===== src/rtl/vlp_pkg.sv =====
package vlp_pkg;
   localparam int NREG = 4;
   localparam int RSW  = 2;
   localparam int SSW  = 3;

   typedef enum logic [1:0] {
      BIN_PASS = 2'b00,
      BIN_AND  = 2'b01,
      BIN_OR   = 2'b10,
      BIN_XOR  = 2'b11
   } bin_op_e;

   typedef enum logic [1:0] {
      UN_PASS = 2'b00,
      UN_INV  = 2'b01,
      UN_CRWD = 2'b10,
      UN_RSVD = 2'b11
   } un_op_e;
endpackage


===== src/rtl/vlp_regbank.sv =====
module vlp_regbank
   import vlp_pkg::*;
#(
   parameter int N = 16
) (
   input  logic                     clk,
   input  logic                     rst,
   input  logic                     wr_en,
   input  logic [RSW-1:0]           wr_sel,
   input  logic [N-1:0]             wr_data,
   input  logic                     ld_en,
   input  logic [RSW-1:0]           ld_sel,
   input  logic [N-1:0]             ld_data,
   output logic [NREG-1:0][N-1:0]   bank
);
   for (genvar g = 0; g < NREG; g++) begin : g_reg
      always_ff @(posedge clk) begin
         if (rst)
            bank[g] <= '0;
         else if (wr_en && wr_sel == RSW'(g))
            bank[g] <= wr_data;
         else if (ld_en && ld_sel == RSW'(g))
            bank[g] <= ld_data;
      end
   end
endmodule


===== src/rtl/vlp_binop.sv =====
module vlp_binop
   import vlp_pkg::*;
#(
   parameter int N = 16
) (
   input  logic [NREG-1:0][N-1:0] bank,
   input  logic [N-1:0]           row,
   input  logic [SSW-1:0]         sel_a,
   input  logic [SSW-1:0]         sel_b,
   input  logic [1:0]             op,
   output logic [N-1:0]           y
);
   logic [N-1:0] opa, opb;

   function automatic logic [N-1:0] pick(input logic [SSW-1:0] s,
                                         input logic [NREG-1:0][N-1:0] b,
                                         input logic [N-1:0] r);
      if (s[SSW-1]) return r;
      return b[s[RSW-1:0]];
   endfunction

   assign opa = pick(sel_a, bank, row);
   assign opb = pick(sel_b, bank, row);

   always_comb begin
      unique case (bin_op_e'(op))
         BIN_AND: y = opa & opb;
         BIN_OR:  y = opa | opb;
         BIN_XOR: y = opa ^ opb;
         default: y = opa;
      endcase
   end
endmodule


===== src/rtl/vlp_crowd.sv =====
module vlp_crowd #(
   parameter int N = 16
) (
   input  logic [N-1:0] x,
   output logic [N-1:0] y
);
   localparam int CW = $clog2(N + 1);

   logic [CW-1:0] cnt;

   always_comb begin
      cnt = '0;
      for (int i = 0; i < N; i++)
         cnt = cnt + CW'(x[i]);
   end

   for (genvar j = 0; j < N; j++) begin : g_therm
      assign y[N-1-j] = (cnt > CW'(j));
   end
endmodule


===== src/rtl/vlp_unop.sv =====
module vlp_unop
   import vlp_pkg::*;
#(
   parameter int N = 16,
   parameter bit HAS_CRWD = 1'b1
) (
   input  logic [N-1:0] x,
   input  logic [1:0]   op,
   output logic [N-1:0] y
);
   logic [N-1:0] packed_v;

   if (HAS_CRWD) begin : g_crwd
      vlp_crowd #(.N(N)) u_crowd (.x(x), .y(packed_v));
   end else begin : g_nocrwd
      assign packed_v = x;
   end

   always_comb begin
      unique case (un_op_e'(op))
         UN_INV:  y = ~x;
         UN_CRWD: y = packed_v;
         default: y = x;
      endcase
   end
endmodule


===== src/rtl/vlp_unit.sv =====
module vlp_unit
   import vlp_pkg::*;
#(
   parameter int N    = 16,
   parameter int ROWS = 8,
   localparam int RAW = (ROWS > 1) ? $clog2(ROWS) : 1
) (
   input  logic            clk,
   input  logic            rst,
   input  logic            valid,
   input  logic [1:0]      bin_op,
   input  logic [1:0]      un_op,
   input  logic [2:0]      src_a,
   input  logic [2:0]      src_b,
   input  logic [1:0]      dst,
   input  logic [RAW-1:0]  row_idx,
   output logic [RAW-1:0]  row_addr,
   input  logic [N-1:0]    row_data,
   input  logic            load_en,
   input  logic [1:0]      load_sel,
   input  logic [N-1:0]    load_data,
   input  logic [1:0]      rd_sel,
   output logic [N-1:0]    rd_data,
   output logic [N-1:0]    result,
   output logic            zero_flag
);
   if (N < 2) begin : g_bad_n
      $error("vlp_unit: N must be at least 2");
   end
   if (ROWS < 1) begin : g_bad_rows
      $error("vlp_unit: ROWS must be at least 1");
   end

   logic [NREG-1:0][N-1:0] reg_bank;
   logic [N-1:0]           bin_res;

   assign row_addr = row_idx;

   vlp_regbank #(.N(N)) u_bank (
      .clk(clk), .rst(rst),
      .wr_en(valid), .wr_sel(dst), .wr_data(result),
      .ld_en(load_en), .ld_sel(load_sel), .ld_data(load_data),
      .bank(reg_bank)
   );

   vlp_binop #(.N(N)) u_bin (
      .bank(reg_bank), .row(row_data),
      .sel_a(src_a), .sel_b(src_b), .op(bin_op), .y(bin_res)
   );

   vlp_unop #(.N(N), .HAS_CRWD(1'b1)) u_un (
      .x(bin_res), .op(un_op), .y(result)
   );

   assign rd_data   = reg_bank[rd_sel];
   assign zero_flag = ~|result;
endmodule


===== config.mk =====
export PLATFORM = sky130hd
export DESIGN_NAME = vlp_unit
export DESIGN_NICKNAME = d
export VERILOG_FILES = /design/src/rtl/vlp_pkg.sv /design/src/rtl/vlp_regbank.sv /design/src/rtl/vlp_binop.sv /design/src/rtl/vlp_crowd.sv /design/src/rtl/vlp_unop.sv /design/src/rtl/vlp_unit.sv
export SDC_FILE = /design/constraint.sdc
export NUM_CORES = 1
export LEC_CHECK = 0
export BUFFER_PORTS_ARGS = -buffer_cell sky130_fd_sc_hd__clkbuf_2
export CAP_MARGIN = 40
export CORE_AREA = 2 2 167 87
export DETAILED_ROUTE_END_ITERATION = 10
export DIE_AREA = 0 0 169 89
export PLACE_DENSITY = 0.71
export SLEW_MARGIN = 20
export SYNTH_ARGS = -nofsm -noshare
export SYNTH_HDL_FRONTEND = slang
export SYNTH_SLANG_ARGS = --single-unit

===== constraint.sdc =====
create_clock -name clk -period 21.2 [get_ports clk]
set_input_delay 2.12 -clock clk [delete_from_list [all_inputs] [get_ports clk]]
set_output_delay 2.12 -clock clk [all_outputs]
set_load 0.03 [all_outputs]

==> impl_summary.txt, run 1 <==
----------------------------------------------------
[Logic synthesis]
  Simple-gate portion of the synthesized area ... 14.5%
  Combinational family with the most area after synthesis ... multiplexers
  Seq/Total Area, Yosys ... roughly a fifth
  Top cells by area in the synthesized netlist ... sky130_fd_sc_hd__dfxtp_1 19%, sky130_fd_sc_hd__mux4_2 14%, sky130_fd_sc_hd__mux2i_1 8.1%
  Number of flip-flops and latches in the synthesized netlist ... 64
  Synth async-reset ratio ... 0%
  Synthesized-area fraction occupied by adder cells ... approximately a tenth
  Xor/xnor share of the synthesized area ... less than 1%
  Count of flip-flops with a built-in enable after synthesis ... 0
  Yosys top cell by area ... sky130_fd_sc_hd__dfxtp_1
  Multiplexer share of the synthesized area ... between 20% and 30%
  Share of the synthesized area in compound gates (AO/OA/AOI/OAI) ... about a fifth
  Avg Inst Size Synth ... a little under 9 um^2
  Area fraction of the dominant cell type after synthesis ... 18.9%
  Number of warnings printed during yosys synthesis ... 0
  Post-Synthesis Net Count ... approximately 860
  Cell count after synthesis ... 760
  Synthesized cell area ... 6790 um^2
  Flip-flop cell with the highest count after synthesis ... sky130_fd_sc_hd__dfxtp_1
  Unique masters post-synth ... 71

[STA]
  Max frequency ... approximately 85 MHz
  Hold violation count in the final report ... 0
  Max-slew headroom ... 37.3%
  Clock skew after layout ... 6.98 ps
  Fin. max-slew vios ... 0
  Worst-margin pin slew ... about 940 ps
  Total setup violations reported at the end of the flow ... 0
  Worst Slack Setup Final ... 9450 ps
  Period utilisation layout ... a little under three fifths
  Setup repair after global routing missed its margin ... no
  Final sum of negative setup slack ... 0 ps
  Time the final worst path needs with I/O delays and setup ... roughly 12000 ps

[Setup path]
  CP required ... between 15000 and 20000 ps
  Maximum cell stage delay along the critical path ... ~630 ps
  Crit Path Class ... in -> out
  Sort of element at the end of the critical path ... output port
  Slowest cell on crit path ... sky130_fd_sc_hd__mux4_1
  Critical path buffers and inverters ... 4
  Number of logic stages on the critical path including buffering ... 25
  Worst reg2reg path depth ... 21
  Worst path arrival time ... between 9000 and 10000 ps
  Crit-path most repeated cell ... sky130_fd_sc_hd__fa_1
  Critical path launch point type ... primary input
  CP delay by family, top ... adder cells
  Maximum fanout along the worst path ... 17

[Finish]
  Cell Count, Final, Fillers Out ... a little under 1000
  Share of final-layout standard cells stronger than drive strength 1 ... between 20 and 25%
  Most common library cell in the layout ignoring fill and taps ... sky130_fd_sc_hd__clkbuf_2
  Register containing the most flip-flops in the final layout ... u_bank.bank
  Antenna diode count ... 0
  Sequential standard cell area ... between 1000 and 1500 um^2
  Layout-stage area growth over the synthesis result ... 10.2%
  Largest registers ... u_bank.bank x64
  Total of fill cells in the finished design ... roughly 1200
  Flip-flop count of the largest register, all copies and words added ... 64
  Multi-input gate area ... ~4900 um^2
  Top library cells by usage in the layout, fill and taps aside ... 84 x sky130_fd_sc_hd__clkbuf_2, 79 x sky130_fd_sc_hd__nor2_1, 73 x sky130_fd_sc_hd__a211oi_1
  Layout Nets ... 910

[Power]
  Switching power of the nets ... between 0.0003 and 0.0004 W
  Part of the total power dissipated in sequential elements ... roughly 17%
  Part of the power in combinational logic ... between 60% and 70%
  Cell leakage power ... between 3 and 4 nW
  Switch share ... between 40% and 50%
  Cell area power density ... about 110 nW/um^2
  Clock network power share ... ~17%
  Max IR drop VDD ... 0.119 mV
  Cell internal power dissipation ... 0.000414 W

[Clocking]
  Clock sinks ... 64
  Buffers from clock root to sink, at most ... 2
  Worst-path clk slew ... about 50 ps
  TritonCTS Buffers ... 9
  CTS Hold Bufs ... 0
  Quantity of gates resized following cts ... 0
  Buffer type at the clock tree root ... sky130_fd_sc_hd__clkbuf_16
  Worst-skew pair later-pin latency ... approximately 320 ps
  H-Tree Depth ... 3
  TritonCTS clock tree ... done
  Buffer count from post-CTS setup fixing ... 0

[Place]
  DP Worst Slack ... 9530 ps
  Global placer's final weighted congestion ... around 0.96
  Post-detailed-placement half-perimeter wirelength ... ~16000 um
  Placed cell count ... just under 1000
  Port Buffers ... between 80 and 90

[Floorplanning]
  Core area ... 13400 um^2
  Number of ports placed on the die boundary ... between 90 and 100
  Chip Height ... 89 um
  Total die area ... 15000 um^2
  Horizontal die dimension ... approximately 170 um
  Starting Density ... 50.5%
  Number of standard-cell rows in the floorplan ... 30

[Detailed routing]
  DRT Pass-1 Iters ... 5
  Violation count after the first detailed-route iteration ... about 700
  Final Routed Wirelength ... ~22000 um
  DRC ... 0
  Post-DR wirelength/cell ... approximately 22 um
  Average vias per placed instance ... roughly 6.4
  Antenna-violating nets left ... 0
  Total vias in the final route ... about 6300

[GRT]
  Met1 Resource Use GR ... around two fifths
  Sum of overflow across all layers after global routing ... 0
  Vias in the first global route ... 6000
  First-pass GRT wire length ... 34100 um
  Number of antenna violations at the first check in global routing ... 0
  Routing usage on met3 ... 6.15%
  Overall Global Routing Usage ... 29.6%
  Highest-utilization routing layer at the global route stage ... met2
  Maximum number of pins on one net before global-route repair ... 65
  Grt met2 use ... 46.6%

[Outcome]
  Status ... finished, final reports clean

[Worst hold path]
  Cell depth of the worst min-delay path ... 2
  Worst min-delay path category ... reg -> reg

[Job]
  Max-Cap Viols ... 0

----------------------------------------------------
stage by stage:
stage          util (%)  hold slack [ps]  power [W]  area (um^2)
3_3_place_gp       53.1              566   0.000652         7140
5_1_grt            55.7              607   0.000866         7480
2_1_floorplan         -              546   0.000536         6790
3_5_place_dp       53.2              577   0.000661         7150
4_1_cts            55.2              591   0.000797         7420
6_report           55.7              596   0.000809         7480
per-layer routing:
| layer | share of wire, % | vias up |
|---|---|---|
| met3 | 11 | 26 |
| met5 | 0 | - |
| met2 | 44 | 332 |
| met4 | 1.4 | 0 |
| li1 | - | 2894 |
| met1 | 44 | 3097 |
cells by family (layout without fill, tap and decap cells):
logic type	Yosys count	after routing
DFF	64	64
and+or+nand+nor	205	205
muxes	120	120
buffers and inverters	133	183
xor gates and xnor gates	1	1
AOI/OAI and AO/OA	188	188
adders and majority gates	49	49
layout make-up:
cell class | count | area share, %
clock buffer | 15 | 3.58
inverter | 72 | 3.61
multi-input combinational | 563 | 65.5
sequential | 64 | 17.1
tap | 176 | 2.94
timing repair buffer | 96 | 7.29
worst min-delay path, stage by stage, from the launching register on:
cell                       delay [ps]
sky130_fd_sc_hd__dfxtp_1          330
sky130_fd_sc_hd__mux2i_1          140
sky130_fd_sc_hd__a211oi_1          80
final timing paths:
check                   from         endpoint  slack [ps]
max                 src_a[0]        zero_flag        9450
min          u_bank.bank[59]  u_bank.bank[59]         600
max reg2reg  u_bank.bank[17]  u_bank.bank[54]       14340
min reg2reg  u_bank.bank[59]  u_bank.bank[59]         600
cells in the mapped netlist (10+ instances only):
| library cell | n |
|---|---|
| sky130_fd_sc_hd__nor2_1 | 79 |
| sky130_fd_sc_hd__a211oi_1 | 73 |
| sky130_fd_sc_hd__inv_1 | 69 |
| sky130_fd_sc_hd__dfxtp_1 | 64 |
| sky130_fd_sc_hd__mux2i_1 | 55 |
| sky130_fd_sc_hd__nand2_1 | 47 |
| sky130_fd_sc_hd__mux4_2 | 41 |
| sky130_fd_sc_hd__ha_1 | 39 |
| sky130_fd_sc_hd__a21oi_1 | 38 |
| sky130_fd_sc_hd__clkbuf_1 | 32 |
| sky130_fd_sc_hd__and2_1 | 20 |
| sky130_fd_sc_hd__mux2_2 | 18 |
| sky130_fd_sc_hd__nor2b_1 | 13 |
| sky130_fd_sc_hd__fa_1 | 10 |
| sky130_fd_sc_hd__o21ai_0 | 10 |
power by group through the flow:
stage               clock, W  combinational [W]  sequential [W]
finish              0.000135           0.000534        0.000139
global route        0.000141           0.000585        0.000140
CTS                 0.000136           0.000522        0.000139
detailed placement         0           0.000520        0.000141
global placement           0           0.000512        0.000140
floorplan                  0           0.000399        0.000138
No activity file was read; power rests on OpenSTA's default activity.
==> run 2: changes to the inputs <==
--- a/config.mk
+++ b/config.mk
@@ -5,12 +5,13 @@
 export SDC_FILE = /design/constraint.sdc
 export NUM_CORES = 1
 export LEC_CHECK = 0
+export ABC_AREA = 1
 export BUFFER_PORTS_ARGS = -buffer_cell sky130_fd_sc_hd__clkbuf_2
 export CAP_MARGIN = 40
-export CORE_AREA = 2 2 167 87
+export CORE_AREA = 2 2 169 88
 export DETAILED_ROUTE_END_ITERATION = 10
-export DIE_AREA = 0 0 169 89
-export PLACE_DENSITY = 0.71
+export DIE_AREA = 0 0 171 90
+export PLACE_DENSITY = 0.74
 export SLEW_MARGIN = 20
 export SYNTH_ARGS = -nofsm -noshare
 export SYNTH_HDL_FRONTEND = slang
==> constraint.sdc (replaced) <==
create_clock -name clk -period 9.9 [get_ports clk]
set_input_delay 0.99 -clock clk [delete_from_list [all_inputs] [get_ports clk]]
set_output_delay 0.99 -clock clk [all_outputs]
set_load 0.03 [all_outputs]
==> impl_summary.txt, run 2 <==
----------------------------------------------------
[Power]
  Cell leakage power ... roughly 3.8 nW
  Cell area power density ... 222 nW/um^2
  Max IR drop VDD ... between 0.15 and 0.2 mV

[Finish]
  Largest registers ... u_bank.bank x64
  Share of final-layout standard cells stronger than drive strength 1 ... ~13%
  Register containing the most flip-flops in the final layout ... u_bank.bank
  Antenna diode count ... 0
  Layout-stage area growth over the synthesis result ... 9.90%
  Flip-flop count of the largest register, all copies and words added ... 64
  Top library cells by usage in the layout, fill and taps aside ... 237 x sky130_fd_sc_hd__nand2_1, 188 x sky130_fd_sc_hd__inv_1, 115 x sky130_fd_sc_hd__a21oi_1
  Layout Nets ... roughly 1300
  Most common library cell in the layout ignoring fill and taps ... sky130_fd_sc_hd__nand2_1
  Total of fill cells in the finished design ... 1454

[Detailed routing]
  DRT Pass-1 Iters ... 7
  Final Routed Wirelength ... about 25000 um
  Violation count after the first detailed-route iteration ... approximately 1400
  Routed wire length on met2 ... 9570 um
  Average vias per placed instance ... roughly 5.8
  DRC ... 0
  Routed length on met1 ... between 10000 and 15000 um
  Met3 wire length ... 3820 um
  Post-DR wirelength/cell ... between 15 and 20 um
  Total vias in the final route ... 8084
  Top layer in use ... met4
  Antenna-violating nets left ... 0

[STA]
  Setup repair after global routing missed its margin ... no
  Fin. max-slew vios ... 0
  Final sum of negative setup slack ... 0 ps
  Time the final worst path needs with I/O delays and setup ... 8610 ps
  Worst-margin pin slew ... between 900 and 1000 ps
  Period utilisation layout ... 87.0%
  Hold violation count in the final report ... 0
  Max-slew headroom ... between 30% and 40%
  Clock skew after layout ... about 9 ps
  Fin Hold WS ... about 470 ps
  Total setup violations reported at the end of the flow ... 0
  Max frequency ... 116 MHz

[Logic synthesis]
  Top cells by area in the synthesized netlist ... sky130_fd_sc_hd__dfxtp_1 18%, sky130_fd_sc_hd__nand2_1 13%, sky130_fd_sc_hd__inv_1 10%
  Yosys top cell by area ... sky130_fd_sc_hd__dfxtp_1
  Number of warnings printed during yosys synthesis ... 0
  Avg Inst Size Synth ... ~6.0 um^2
  Synthesized cell area ... 6950 um^2
  Unique masters post-synth ... 40
  Cell count after synthesis ... between 1000 and 1500
  Cell with the most instances after synthesis ... sky130_fd_sc_hd__nand2_1
  Area fraction of the dominant cell type after synthesis ... a little under a fifth
  Commonest cells in the synthesized netlist ... 237 x sky130_fd_sc_hd__nand2_1, 189 x sky130_fd_sc_hd__inv_1, 115 x sky130_fd_sc_hd__a21oi_1
  Count of flip-flops with a built-in enable after synthesis ... 0
  Post-Synthesis Net Count ... about 1300
  Seq/Total Area, Yosys ... between 10% and 20%
  Synth async-reset ratio ... 0%
  Number of flip-flops and latches in the synthesized netlist ... 64
  Flip-flop cell with the highest count after synthesis ... sky130_fd_sc_hd__dfxtp_1

[GRT]
  Overall Global Routing Usage ... between 30 and 40%
  Maximum number of pins on one net before global-route repair ... roughly 50
  Number of antenna violations at the first check in global routing ... 0
  Vias in the first global route ... 7355
  First-pass GRT wire length ... a little under 40000 um
  Sum of overflow across all layers after global routing ... 0

[Worst hold path]
  Worst min-delay path category ... reg -> reg

[Clocking]
  Clock sinks ... 64
  CTS Hold Bufs ... 0
  TritonCTS Buffers ... 9
  Worst-path clk slew ... around 50 ps
  Quantity of gates resized following cts ... 0
  Buffer count from post-CTS setup fixing ... 0
  H-Tree Depth ... 3
  Worst-skew pair later-pin latency ... between 300 and 400 ps
  Buffers from clock root to sink, at most ... 2
  Buffer type at the clock tree root ... sky130_fd_sc_hd__clkbuf_16
  TritonCTS clock tree ... done

[Setup path]
  CP required ... between 8000 and 9000 ps
  Worst path arrival time ... between 7000 and 8000 ps
  Crit-path most repeated cell ... sky130_fd_sc_hd__nand2_1
  Critical path launch point type ... primary input
  Slowest cell on crit path ... sky130_fd_sc_hd__inv_1
  Crit Path Class ... in -> out
  Maximum fanout along the worst path ... 20
  Sort of element at the end of the critical path ... output port
  Maximum cell stage delay along the critical path ... roughly 550 ps

[Floorplanning]
  Number of ports placed on the die boundary ... slightly above 90
  Number of standard-cell rows in the floorplan ... 31
  Chip Height ... roughly 90 um
  Total die area ... about 15000 um^2
  Core area ... 14000 um^2
  Starting Density ... 49.5%
  Horizontal die dimension ... around 170 um

[Place]
  Port Buffers ... 84
  Post-detailed-placement half-perimeter wirelength ... between 15000 and 20000 um
  Global placer's final weighted congestion ... approximately 1.0

[Job]
  Max-Cap Viols ... 0

[Outcome]
  Status ... finished, final reports clean

----------------------------------------------------
run 2: cell types whose count changed after synthesis, sizes merged, moves of 47 or more:
| cell | before | now |
|---|---|---|
| nand2 | 47 | 254 |
| mux2i | 55 | 0 |
| nand3 | 8 | 109 |
| a21oi | 38 | 123 |
| o21a | 0 | 48 |
| inv | 70 | 195 |
| o21ai | 15 | 96 |
| a211oi | 73 | 0 |
| mux4 | 47 | 0 |
run 2: path summary, 6_finish.rpt:
path / cells after the start / to / slack [ps] / from
hold reg to reg: 2 / u_bank.bank[16] / 470 / u_bank.bank[16]
hold / removal: 2 / u_bank.bank[16] / 470 / u_bank.bank[16]
setup / recovery: 30 / zero_flag / 1290 / src_a[1]
setup reg to reg: 28 / u_bank.bank[22] / 3900 / u_bank.bank[32]
run 2: cell type report:
cell class | instances | area, um^2 | share of cell area (%)
clock buffers | 12 | 256 | 3.36
clock inverters | 1 | 5.00 | 0.0655
inverters | 196 | 737 | 9.65
multi-input cells | 832 | 4550 | 59.6
flip-flops and latches | 64 | 1280 | 16.8
well taps | 198 | 248 | 3.24
repair buffers | 97 | 561 | 7.34
run 2: through the flow:
step / setup slack [ps] / std cells / util, % / instance area (um^2) / total power (W)
floorplan: 2220 / 1162 / - / 6950 / 0.00111
global placement: 1470 / 1381 / 51.9 / 7290 / 0.00136
detailed placement: 1450 / 1384 / 52.3 / 7340 / 0.00136
CTS: 1440 / 1397 / 54.1 / 7600 / 0.00165
global route: 885 / 1400 / 54.4 / 7640 / 0.00181
finish: 1290 / 1400 / 54.4 / 7640 / 0.00170
run 2: critical path, delay by kind of cell:
kind                     cells  cell delay (ps)
AND/OR/NAND/NOR             14             1750
adder cells (fa/ha/maj)      7             2840
AO/OA/AOI/OAI                3              480
XOR/XNOR                     1              350
buffers and inverters        5             1230
run 2: power by group:
| group | switching [W] | leakage, nW | total, W | internal (W) |
|---|---|---|---|---|
| Combinational | 0.000763 | 3.13 | 0.00111 | 0.000346 |
| Clock | 0.000117 | 0.130 | 0.000295 | 0.000179 |
| Sequential | 0.0000143 | 0.523 | 0.000294 | 0.000279 |
run 2: logic make-up (layout without fill, tap and decap cells):
kind of cell             after synthesis  after routing  synth area share [%]
AND/OR/NAND/NOR                      465            465                  29.1
buffers and inverters                266            306                  16.2
adder cells (fa/ha/maj)               49             49                  9.90
AO/OA/AOI/OAI                        317            317                  26.1
flip-flops                            64             64                  18.4
XOR/XNOR                               1              1                 0.234
run 2: routing by layer:
layer  global-route usage, %  vias to the layer above
met5                       0                        -
met4                    10.7                        0
met3                    10.9                       72
met2                    42.5                      630
met1                    48.5                     3544
li1                        -                     3838
==> run 3: changes to the inputs <==
--- a/config.mk
+++ b/config.mk
@@ -8,10 +8,12 @@
 export ABC_AREA = 1
 export BUFFER_PORTS_ARGS = -buffer_cell sky130_fd_sc_hd__clkbuf_2
 export CAP_MARGIN = 40
-export CORE_AREA = 2 2 169 88
+export CELL_PAD_IN_SITES_DETAIL_PLACEMENT = 1
+export CELL_PAD_IN_SITES_GLOBAL_PLACEMENT = 2
+export CORE_AREA = 2 2 226 117
 export DETAILED_ROUTE_END_ITERATION = 10
-export DIE_AREA = 0 0 171 90
-export PLACE_DENSITY = 0.74
+export DIE_AREA = 0 0 228 119
+export PLACE_DENSITY_LB_ADDON = 0.1
 export SLEW_MARGIN = 20
 export SYNTH_ARGS = -nofsm -noshare
 export SYNTH_HDL_FRONTEND = slang
==> impl_summary.txt, run 3 (same netlist as run 2, synthesis figures left out) <==
----------------------------------------------------
[Outcome]
  Status ... finished, final reports clean

[Clocking]
  Clock sinks ... 64
  Worst-path clk slew ... around 60 ps
  Buffers from clock root to sink, at most ... 2
  Worst-skew pair later-pin latency ... 350 ps
  TritonCTS Buffers ... 9
  Quantity of gates resized following cts ... 0
  CTS Hold Bufs ... 0
  H-Tree Depth ... 3
  Buffer count from post-CTS setup fixing ... 0
  TritonCTS clock tree ... done
  Buffer type at the clock tree root ... sky130_fd_sc_hd__clkbuf_16

[Floorplanning]
  Chip Height ... 119 um
  Number of standard-cell rows in the floorplan ... between 40 and 50
  Total die area ... 27100 um^2
  Horizontal die dimension ... roughly 230 um
  Starting Density ... 27.2%
  Core area ... 25500 um^2
  Number of ports placed on the die boundary ... 91

[GRT]
  Number of antenna violations at the first check in global routing ... 0
  First-pass GRT wire length ... just under 50000 um
  Overall Global Routing Usage ... between 20% and 30%
  Vias in the first global route ... 7759
  Maximum number of pins on one net before global-route repair ... ~50
  Sum of overflow across all layers after global routing ... 0

[Finish]
  Layout-stage area growth over the synthesis result ... 13.9%
  Register containing the most flip-flops in the final layout ... u_bank.bank
  Cell Count, Final, Fillers Out ... about 1600
  Antenna diode count ... 0
  Largest registers ... u_bank.bank x64
  Share of final-layout standard cells stronger than drive strength 1 ... around 14%
  Top library cells by usage in the layout, fill and taps aside ... 237 x sky130_fd_sc_hd__nand2_1, 189 x sky130_fd_sc_hd__inv_1, 115 x sky130_fd_sc_hd__a21oi_1
  Most common library cell in the layout ignoring fill and taps ... sky130_fd_sc_hd__nand2_1
  Layout Nets ... approximately 1300
  Flip-flop count of the largest register, all copies and words added ... 64

[Setup path]
  Slowest cell on crit path ... sky130_fd_sc_hd__inv_1
  Maximum cell stage delay along the critical path ... between 500 and 600 ps
  Crit-path most repeated cell ... sky130_fd_sc_hd__nand2_1
  CP required ... around 8900 ps
  Critical path launch point type ... primary input
  Sort of element at the end of the critical path ... output port
  Worst path arrival time ... ~7700 ps
  Crit Path Class ... in -> out
  Worst reg2reg path depth ... 28
  Maximum fanout along the worst path ... 20

[Detailed routing]
  Top layer in use ... met4
  Post-DR wirelength/cell ... between 20 and 25 um
  DRC ... 0
  Final Routed Wirelength ... 33100 um
  Average vias per placed instance ... approximately 5.0
  Violation count after the first detailed-route iteration ... 679
  Routed wire length on met2 ... about 13000 um
  Total vias in the final route ... ~7900
  Met3 wire length ... between 1500 and 2000 um
  Antenna-violating nets left ... 0
  Routed length on met1 ... ~18000 um
  DRT Pass-1 Iters ... 5

[STA]
  Time the final worst path needs with I/O delays and setup ... slightly below 9000 ps
  Setup repair after global routing missed its margin ... no
  Max frequency ... ~110 MHz
  Hold violation count in the final report ... 0
  Max-slew headroom ... between 40% and 50%
  Total setup violations reported at the end of the flow ... 0
  Fin. max-slew vios ... 0
  Period utilisation layout ... between 80% and 90%
  Fin Hold WS ... 464 ps
  Final sum of negative setup slack ... 0 ps
  Worst-margin pin slew ... approximately 880 ps
  Worst Slack Setup Final ... between 1000 and 1500 ps
  Clock skew after layout ... between 5 and 6 ps

[Worst hold path]
  Cell depth of the worst min-delay path ... 2
  Worst min-delay path category ... reg -> reg

[Power]
  Max IR drop VDD ... around 0.18 mV
  Cell area power density ... about 230 nW/um^2
  Cell leakage power ... roughly 3.8 nW

[Place]
  DP Worst Slack ... about 1200 ps
  Global placer's final weighted congestion ... approximately 0.85
  Port Buffers ... 84
  Post-detailed-placement half-perimeter wirelength ... 24600 um
  Placed cell count ... about 1500

[Job]
  Max-Cap Viols ... 0

----------------------------------------------------
run 3: worst paths after layout:
| kind | from | to | slack (ps) |
|---|---|---|---|
| worst min-delay path | u_bank.bank[21] | u_bank.bank[21] | 460 |
| worst max-delay path | src_b[0] | zero_flag | 1190 |
| worst max register to register | u_bank.bank[32] | u_bank.bank[22] | 3690 |
| worst min register to register | u_bank.bank[21] | u_bank.bank[21] | 460 |
run 3: critical path: cells and delay by family:
family	cells	cell delay, ps
xor gates and xnor gates	1	410
buffers and inverters	5	1020
adders and majority gates	7	2910
AOI/OAI and AO/OA	6	830
and+or+nand+nor	13	1530
run 3: where the power goes:
group,internal [W],switching [W]
combinational,0.000352,0.000833
sequential,0.000279,0.0000158
clock,0.000176,0.000126
total,0.000807,0.000975
run 3: metrics by stage:
stage          total power (W)  utilization [%]  cell area, um^2
2_1_floorplan          0.00111                -             6950
3_3_place_gp           0.00145             29.5             7540
3_5_place_dp           0.00146             29.8             7600
4_1_cts                0.00177             30.8             7870
5_1_grt                0.00192             31.0             7920
6_report               0.00178             31.0             7920
run 3: final cells by class:
class / instances / area, um^2
Sequential cell: 64 / 1280
Multi-Input combinational cell: 832 / 4550
Inverter: 196 / 737
Clock inverter: 3 / 17.5
Clock buffer: 13 / 250
Timing Repair Buffer: 106 / 638
Fill cell: 3402 / 17600
Tap cell: 352 / 440
run 3: layer usage:
layer / GRT usage, % / vias to the layer above
met5: 0 / -
met4: 3.31 / 0
met3: 4.05 / 21
met2: 34.6 / 202
met1: 38.7 / 3781
li1: - / 3849
